`src/rtl/lpm_pkg.sv`:
```
package lpm_pkg;
  typedef enum logic [1:0] {
    ST_ACTIVE = 2'b00,
    ST_HALT   = 2'b01,
    ST_WAKE   = 2'b10
  } link_st_e;
endpackage

```
`src/rtl/lpm_rst_sync.sv`:
```
module lpm_rst_sync #(
  parameter int STAGES = 2
) (
  input  logic clk,
  input  logic arst_n,
  output logic rst_n
);
  logic [STAGES-1:0] chain;
  // Assert at once, release on a clock edge
  always_ff @(posedge clk or negedge arst_n) begin
    if (!arst_n) chain <= '0;
    else         chain <= {chain[STAGES-2:0], 1'b1};
  end
  assign rst_n = chain[STAGES-1];
endmodule

```
`src/rtl/lpm_sync.sv`:
```
module lpm_sync #(
  parameter int STAGES = 2
) (
  input  logic clk,
  input  logic rst_n,
  input  logic d,
  output logic q
);
  logic [STAGES-1:0] chain;
  always_ff @(posedge clk) begin
    if (!rst_n) chain <= '0;
    else        chain <= {chain[STAGES-2:0], d};
  end
  assign q = chain[STAGES-1];
endmodule

```
`src/rtl/lpm_frame_rx.sv`:
```
module lpm_frame_rx #(
  parameter int FRAME_BITS = 256,
  parameter int TAG_BITS   = 16,
  parameter int SLOT_BITS  = 20,
  parameter int TAG_NEED   = 3,
  parameter int ADDR_W     = 7,
  parameter int DATA_W     = 16,
  parameter logic [ADDR_W-1:0] PD_ADDR = 7'h26
) (
  input  logic              clk,
  input  logic              rst_n,
  input  logic              clear,
  input  logic              sample_en,
  input  logic              sync_bit,
  input  logic              data_bit,
  output logic              wr_valid,
  output logic [DATA_W-1:0] wr_data
);
  localparam int IDX_W   = $clog2(FRAME_BITS);
  localparam int SH_W    = 2 * SLOT_BITS;
  localparam int CMD_END = TAG_BITS + SH_W - 1;
  localparam logic [IDX_W-1:0] LAST_I  = IDX_W'(FRAME_BITS - 1);
  localparam logic [IDX_W-1:0] END_I   = IDX_W'(CMD_END);
  localparam logic [IDX_W-1:0] TAG_I   = IDX_W'(TAG_NEED);
  localparam logic [IDX_W-1:0] SLOT0_I = IDX_W'(TAG_BITS);

  logic [IDX_W-1:0] idx, cur;
  logic             sync_prev, in_frame, tag_ok, sync_rise;
  logic [SH_W-1:0]  sh, full;
  logic [SLOT_BITS-1:0] s1, s2;

  assign sync_rise = sync_bit && !sync_prev;
  assign cur  = sync_rise ? '0 : idx;
  assign full = {sh[SH_W-2:0], data_bit};
  assign s1   = full[SH_W-1 -: SLOT_BITS];
  assign s2   = full[SLOT_BITS-1:0];

  always_ff @(posedge clk) begin
    if (!rst_n || clear) begin
      idx <= '0; sync_prev <= 1'b0; in_frame <= 1'b0; tag_ok <= 1'b0;
      sh <= '0; wr_valid <= 1'b0; wr_data <= '0;
    end else begin
      wr_valid <= 1'b0;
      if (sample_en) begin
        sync_prev <= sync_bit;
        if (sync_rise) in_frame <= 1'b1;
        idx <= (cur == LAST_I) ? cur : cur + 1'b1;
        if (in_frame || sync_rise) begin
          if (cur == '0)        tag_ok <= data_bit;
          else if (cur < TAG_I) tag_ok <= tag_ok & data_bit;
          if (cur >= SLOT0_I && cur <= END_I) sh <= full;
          if (cur == END_I && tag_ok && !s1[SLOT_BITS-1]
              && s1[SLOT_BITS-2 -: ADDR_W] == PD_ADDR) begin
            wr_valid <= 1'b1;
            wr_data  <= s2[SLOT_BITS-1 -: DATA_W];
          end
        end
      end
    end
  end

  // A write strobe only follows a bit sample
  assert_wr_after_sample_R4: assert property (@(posedge clk) disable iff (!rst_n)
    wr_valid |-> $past(sample_en));
endmodule

```
`src/rtl/lpm_ctrl.sv`:
```
module lpm_ctrl
  import lpm_pkg::*;
#(
  parameter int DATA_W   = 16,
  parameter int PD_BIT   = 12,
  parameter int SYNC_MIN = 8,
  parameter logic [DATA_W-1:0] PD_DEFAULT = '0
) (
  input  logic              clk,
  input  logic              rst_n,
  input  logic              sync_s,
  input  logic              wr_valid,
  input  logic [DATA_W-1:0] wr_data,
  output logic              bitclk,
  output logic              sample_en,
  output logic              active,
  output link_st_e          state,
  output logic [DATA_W-1:0] pd_reg
);
  localparam int CW = $clog2(SYNC_MIN + 1);
  localparam logic [CW-1:0] CNT_LAST = CW'(SYNC_MIN - 1);

  logic [CW-1:0] cnt;
  logic          halt_req;

  assign active    = (state == ST_ACTIVE);
  assign halt_req  = active && wr_valid && wr_data[PD_BIT];
  assign sample_en = active && bitclk;

  always_ff @(posedge clk) begin
    if (!rst_n) begin
      state  <= ST_ACTIVE;
      bitclk <= 1'b0;
      cnt    <= '0;
      pd_reg <= PD_DEFAULT;
    end else begin
      bitclk <= (active && !halt_req) ? ~bitclk : 1'b0;
      if (wr_valid) pd_reg <= wr_data;
      unique case (state)
        ST_ACTIVE: begin
          cnt <= '0;
          if (halt_req) state <= ST_HALT;
        end
        ST_HALT: begin
          if (!sync_s)              cnt <= '0;
          else if (cnt == CNT_LAST) begin cnt <= '0; state <= ST_WAKE; end
          else                      cnt <= cnt + 1'b1;
        end
        ST_WAKE: if (!sync_s) state <= ST_ACTIVE;
        default: state <= ST_ACTIVE;
      endcase
    end
  end

  assert_halt_on_pd_bit_R2: assert property (@(posedge clk) disable iff (!rst_n)
    (active && wr_valid && wr_data[PD_BIT]) |=> (state == ST_HALT && !bitclk));
  assert_halt_not_direct_resume_R8: assert property (@(posedge clk) disable iff (!rst_n)
    (state == ST_HALT) |=> (state != ST_ACTIVE));
  assert_reg_kept_when_idle_R8: assert property (@(posedge clk) disable iff (!rst_n)
    (state != ST_ACTIVE) |=> $stable(pd_reg));
  assert_wake_needs_sync_R6: assert property (@(posedge clk) disable iff (!rst_n)
    (state == ST_HALT && !sync_s) |=> (state == ST_HALT));
  assert_no_clock_off_active_R2: assert property (@(posedge clk) disable iff (!rst_n)
    (state != ST_ACTIVE) |-> !bitclk);
endmodule

```
`src/rtl/link_power_mgr.sv`:
```
module link_power_mgr
  import lpm_pkg::*;
#(
  parameter int FRAME_BITS = 256,
  parameter int TAG_BITS   = 16,
  parameter int SLOT_BITS  = 20,
  parameter int DATA_W     = 16,
  parameter int PD_BIT     = 12,
  parameter int SYNC_MIN   = 8,
  parameter int SYNC_STG   = 2,
  parameter logic [6:0]        PD_ADDR    = 7'h26,
  parameter logic [DATA_W-1:0] PD_DEFAULT = '0
) (
  input  logic              mclk,
  input  logic              cold_rst_n,
  input  logic              sync_in,
  input  logic              sdout_in,
  input  logic              sdatin_in,
  output logic              bitclk_out,
  output logic              sdatin_out,
  output logic [1:0]        link_state,
  output logic [DATA_W-1:0] pwr_reg
);
  logic              rst_n, sync_s, sample_en, active, wr_valid;
  logic [DATA_W-1:0] wr_data;
  link_st_e          state;

  lpm_rst_sync #(.STAGES(SYNC_STG)) u_rst (
    .clk(mclk), .arst_n(cold_rst_n), .rst_n(rst_n));

  lpm_sync #(.STAGES(SYNC_STG)) u_sync (
    .clk(mclk), .rst_n(rst_n), .d(sync_in), .q(sync_s));

  lpm_frame_rx #(
    .FRAME_BITS(FRAME_BITS), .TAG_BITS(TAG_BITS), .SLOT_BITS(SLOT_BITS),
    .TAG_NEED(3), .ADDR_W(7), .DATA_W(DATA_W), .PD_ADDR(PD_ADDR)
  ) u_rx (
    .clk(mclk), .rst_n(rst_n), .clear(!active), .sample_en(sample_en),
    .sync_bit(sync_in), .data_bit(sdout_in),
    .wr_valid(wr_valid), .wr_data(wr_data));

  lpm_ctrl #(
    .DATA_W(DATA_W), .PD_BIT(PD_BIT), .SYNC_MIN(SYNC_MIN), .PD_DEFAULT(PD_DEFAULT)
  ) u_ctrl (
    .clk(mclk), .rst_n(rst_n), .sync_s(sync_s), .wr_valid(wr_valid),
    .wr_data(wr_data), .bitclk(bitclk_out), .sample_en(sample_en),
    .active(active), .state(state), .pd_reg(pwr_reg));

  assign sdatin_out = active & sdatin_in;
  assign link_state = state;

  assert_return_low_idle_R10: assert property (@(posedge mclk) disable iff (!rst_n)
    (link_state != 2'b00) |-> !sdatin_out);
endmodule

```
`config.mk`:
```
export PLATFORM = sky130hd
export DESIGN_NAME = link_power_mgr
export DESIGN_NICKNAME = d
export VERILOG_FILES = /design/src/rtl/lpm_pkg.sv /design/src/rtl/lpm_rst_sync.sv /design/src/rtl/lpm_sync.sv /design/src/rtl/lpm_frame_rx.sv /design/src/rtl/lpm_ctrl.sv /design/src/rtl/link_power_mgr.sv
export SDC_FILE = /design/constraint.sdc
export NUM_CORES = 1
export LEC_CHECK = 0
export BUFFER_PORTS_ARGS = -buffer_cell sky130_fd_sc_hd__buf_2
export CORE_UTILIZATION = 45
export DETAILED_ROUTE_END_ITERATION = 12
export PLACE_DENSITY = 0.67
export SYNTH_ARGS = -nofsm -noshare
export SYNTH_HDL_FRONTEND = slang
export SYNTH_SLANG_ARGS = --single-unit
export TNS_END_PERCENT = 50
```
`constraint.sdc`:
```
create_clock -name mclk -period 2.8 [get_ports mclk]
set_input_delay 0.42 -clock mclk [delete_from_list [all_inputs] [get_ports mclk]]
set_output_delay 0.42 -clock mclk [all_outputs]
set_load 0.05 [all_outputs]
```
==> results.md <==
* Status: finished clean
* Total number of vias at 2537
* Dominant synthesized flop cell: dfxtp_1
* Design Area, Final at 4130 um2
* Largest stage delay, worst path at 0.44 ns
* Unrepaired setup endpoints after global routing: no
* Vias in the first global route at 2377
* Vias per inst at 5.14
* Clk sink count at 94
* Flop2flop setup slack at 0.57 ns
* TritonCTS clock tree: yes
* Largest register FFs at 39
* Syn Inst Count at 371
* Hold Violations, Final at 0
* Maximum vdd ir drop at 0.408 mV
* All-layer global routing usage at 16.1%
* Mapped Area at 3730 um2
* Placer Congestion at 0.784
* Setup-failing EPs final at 0
* Hold path cells at 2
* Final cycle utilization of the critical path at 79.6%
* Crit path max fanout at 9
* Post-layout nets at 395
* Reg2Reg Depth at 7
* TritonRoute pass-1 iters at 4
* Clock transition at the registers of the reported paths at 0.08 ns
* Layout area overhead at 10.9%
* Root Buffer: clkbuf_8
* Share of cells above drive strength 1 at 14.0%
* Post-DR wirelength/cell at 12.8 um
* Starting density of the core at 47.3%
* Core ar. at 7890 um2
* Cell Int Power at 1820 uW
* Placed Area at 3930 um2
* Die Height at 93.0 um
* Routed WL at 6340 um
* Leakage at 0.00156 uW
* Worst Path Arrival at 2.47 ns
* DRC Markers at 0
* Post-synth top cells: dfxtp_1 (92), mux2i_1 (74), nand2_1 (64)
* Port buffer count at 24
* Post-CTS Setup Repair Bufs at 0
* Largest area contributor in the netlist: dfxtp_1
* Synth cell types at 48
* Worst r2r src: u_rx.sync_prev
* CTS H-tree depth at 3
* Setup Skew at 0.0160 ns
* Syn Nets at 379
* Die X at 93.0 um
* Hold Path Sink: u_sync.chain[0]
* Worst path cell trace: nand2b_1, and2_1, ha_1, and3_1, a41oi_2, nand4_1, mux2i_1
* EDFF count, synth at 0
* Die ar. at 8650 um2
* Initial DRC Count at 151
* Seq pwr share at 58.3%
* Clock power frac at 37.7%
* Hold_ws at 0.314 ns
* Post-layout util at 52.4%
* Setup tns final at 0 ns
* Area of the multi-input gates at 1690 um2
* Overall overflow remaining after global route at 0
* Largest net degree at the start of global routing at 60
* Minimum clock period at 2.23 ns
* Setup crit start kind: register
* ANT cells at 0
* CTS Buffer Depth at 2
* Fmax at 0.448 GHz
* Final HPWL DP at 4100 um
* Worst EP required at 3.04 ns
* Post-synthesis register bit count at 94
* Fillers at 689
* Power per cell area at 563 nW/um2
* FF-to-FF End: u_rx.idx[3]
* Hold_sp: sync_in
* Seq/Total Area, Yosys at 50.8%
* Row count at 32
* CP delay by family, top: simple AND/OR/NAND/NOR gates
* Crit. End Element: register
* DP Cell Count at 477
* Slew Viols, Final at 0
* Worst path depth at 7
* Remaining antenna violation count at 0
* YS warnings at 0
* Final Non-Filler Cells at 494
* Avg Inst Size Synth at 10.0 um2
* WP buf/inv at 0
* Sw Share at 21.6%
* I/O pin cnt at 25
* Crit-path slowest cell: a41oi_2
* Seq. cell area at 1890 um2
* Ranking of synthesized cells by area: dfxtp_1 (49%), mux2i_1 (20%), nand2_1 (6.4%)
* First-pass GRT wire length at 11100 um
* Most numerous cell in the Yosys netlist: dfxtp_1
* Max-cap check violation count at 0
* Sw Pwr at 503 uW
* TritonCTS Buffers at 9
* Async SR Flop Fraction at 2.13%
* Logic pwr share at 4.0%
* Worst hold path class: input pin to register
* Initial antenna violation count at 0
* Worst skew pair latency at 0.35 ns
* Critical path type: register to register
* Share of the synthesized area in the top cell type at 49.4%
## how the worst max path moves through the flow
stage | start | endpoint | slack [ns]
2_1_floorplan | sync_in | u_rx.wr_data[10] | 0.36
3_3_place_gp | sync_in | u_rx.idx[3] | 0.50
3_5_place_dp | sync_in | u_rx.idx[3] | 0.48
4_1_cts | u_rx.sync_prev | u_rx.idx[3] | 0.59
5_1_grt | u_rx.sync_prev | u_rx.idx[4] | 0.37
6_report | u_rx.sync_prev | u_rx.idx[3] | 0.57
## power by group through the flow
stage	logic (uW)	registers (uW)	clock network, uW
final	93.0	1360	877
after global routing	104	1360	961
after CTS	94.0	1360	909
after detailed placement	92.5	1390	0
after global placement	92.1	1390	0
after floorplan	67.5	1390	0
## placed cells by master (no fill, tap or decap), types with 2 or more instances in the layout
cell type / count
dfxtp_1: 92
mux2i_1: 74
nand2_1: 64
buf_2: 24
nor2b_1: 19
nor2_1: 12
clkbuf_8: 10
a21oi_1: 8
inv_1: 6
nand3_1: 6
o21ai_0: 5
buf_4: 5
and2_1: 4
nand4_1: 4
nor4b_1: 4
a211oi_1: 3
ha_1: 3
clkbuf_1: 3
nand2b_1: 2
and3_2: 2
a31oi_1: 2
nand4b_1: 2
a221oi_1: 2
and3_1: 2
nor4_1: 2
o31ai_1: 2
a31o_2: 2
buf_12: 2
dfrtp_1: 2
## routing by layer
| layer | track usage [%] | vias up | share of wire, % |
|---|---|---|---|
| li1 | - | 1310 | - |
| met5 | 0 | - | 0 |
| met4 | 4.62 | 0 | 0.80 |
| met3 | 5.12 | 5 | 3.0 |
| met1 | 20.4 | 1192 | 49 |
| met2 | 26.2 | 30 | 47 |
## logic make-up after synthesis
kind of cell,after synthesis,synth area share (%)
flip-flops,94,50.8
adder cells (fa/ha/maj),3,1.01
AND/OR/NAND/NOR,134,18.4
AO/OA/AOI/OAI,31,5.71
other,1,0.101
multiplexers,74,19.9
buffers and inverters,33,3.89
XOR/XNOR,1,0.235
## timing repair
| item | CTS | global route |
|---|---|---|
| hold buffers | 1 | 0 |
| hold endpoints to repair | 2 | 0 |
| resized for setup | 0 | 0 |
## through the flow
step                total power [uW]  worst slack [ns]
finish                          2330             0.570
global route                    2420             0.370
CTS                             2360             0.590
detailed placement              1480             0.480
global placement                1480             0.496
floorplan                       1460             0.357
## area by class of cell
type | instances | share of cell area (%)
clock buffers | 13 | 3.60
clock inverters | 3 | 1.06
inverters | 6 | 0.545
multi-input cells | 244 | 40.9
flip-flops and latches | 94 | 45.8
well taps | 102 | 3.09
repair buffers | 32 | 5.02
## worst register-to-register path, stage by stage (launching register included)
cell and delay (ns):
dfxtp_1 0.33, nand2b_1 0.27, and2_1 0.26, ha_1 0.25, and3_1 0.27, a41oi_2 0.44
nand4_1 0.17, mux2i_1 0.14
(Power assumes the default switching activity.)
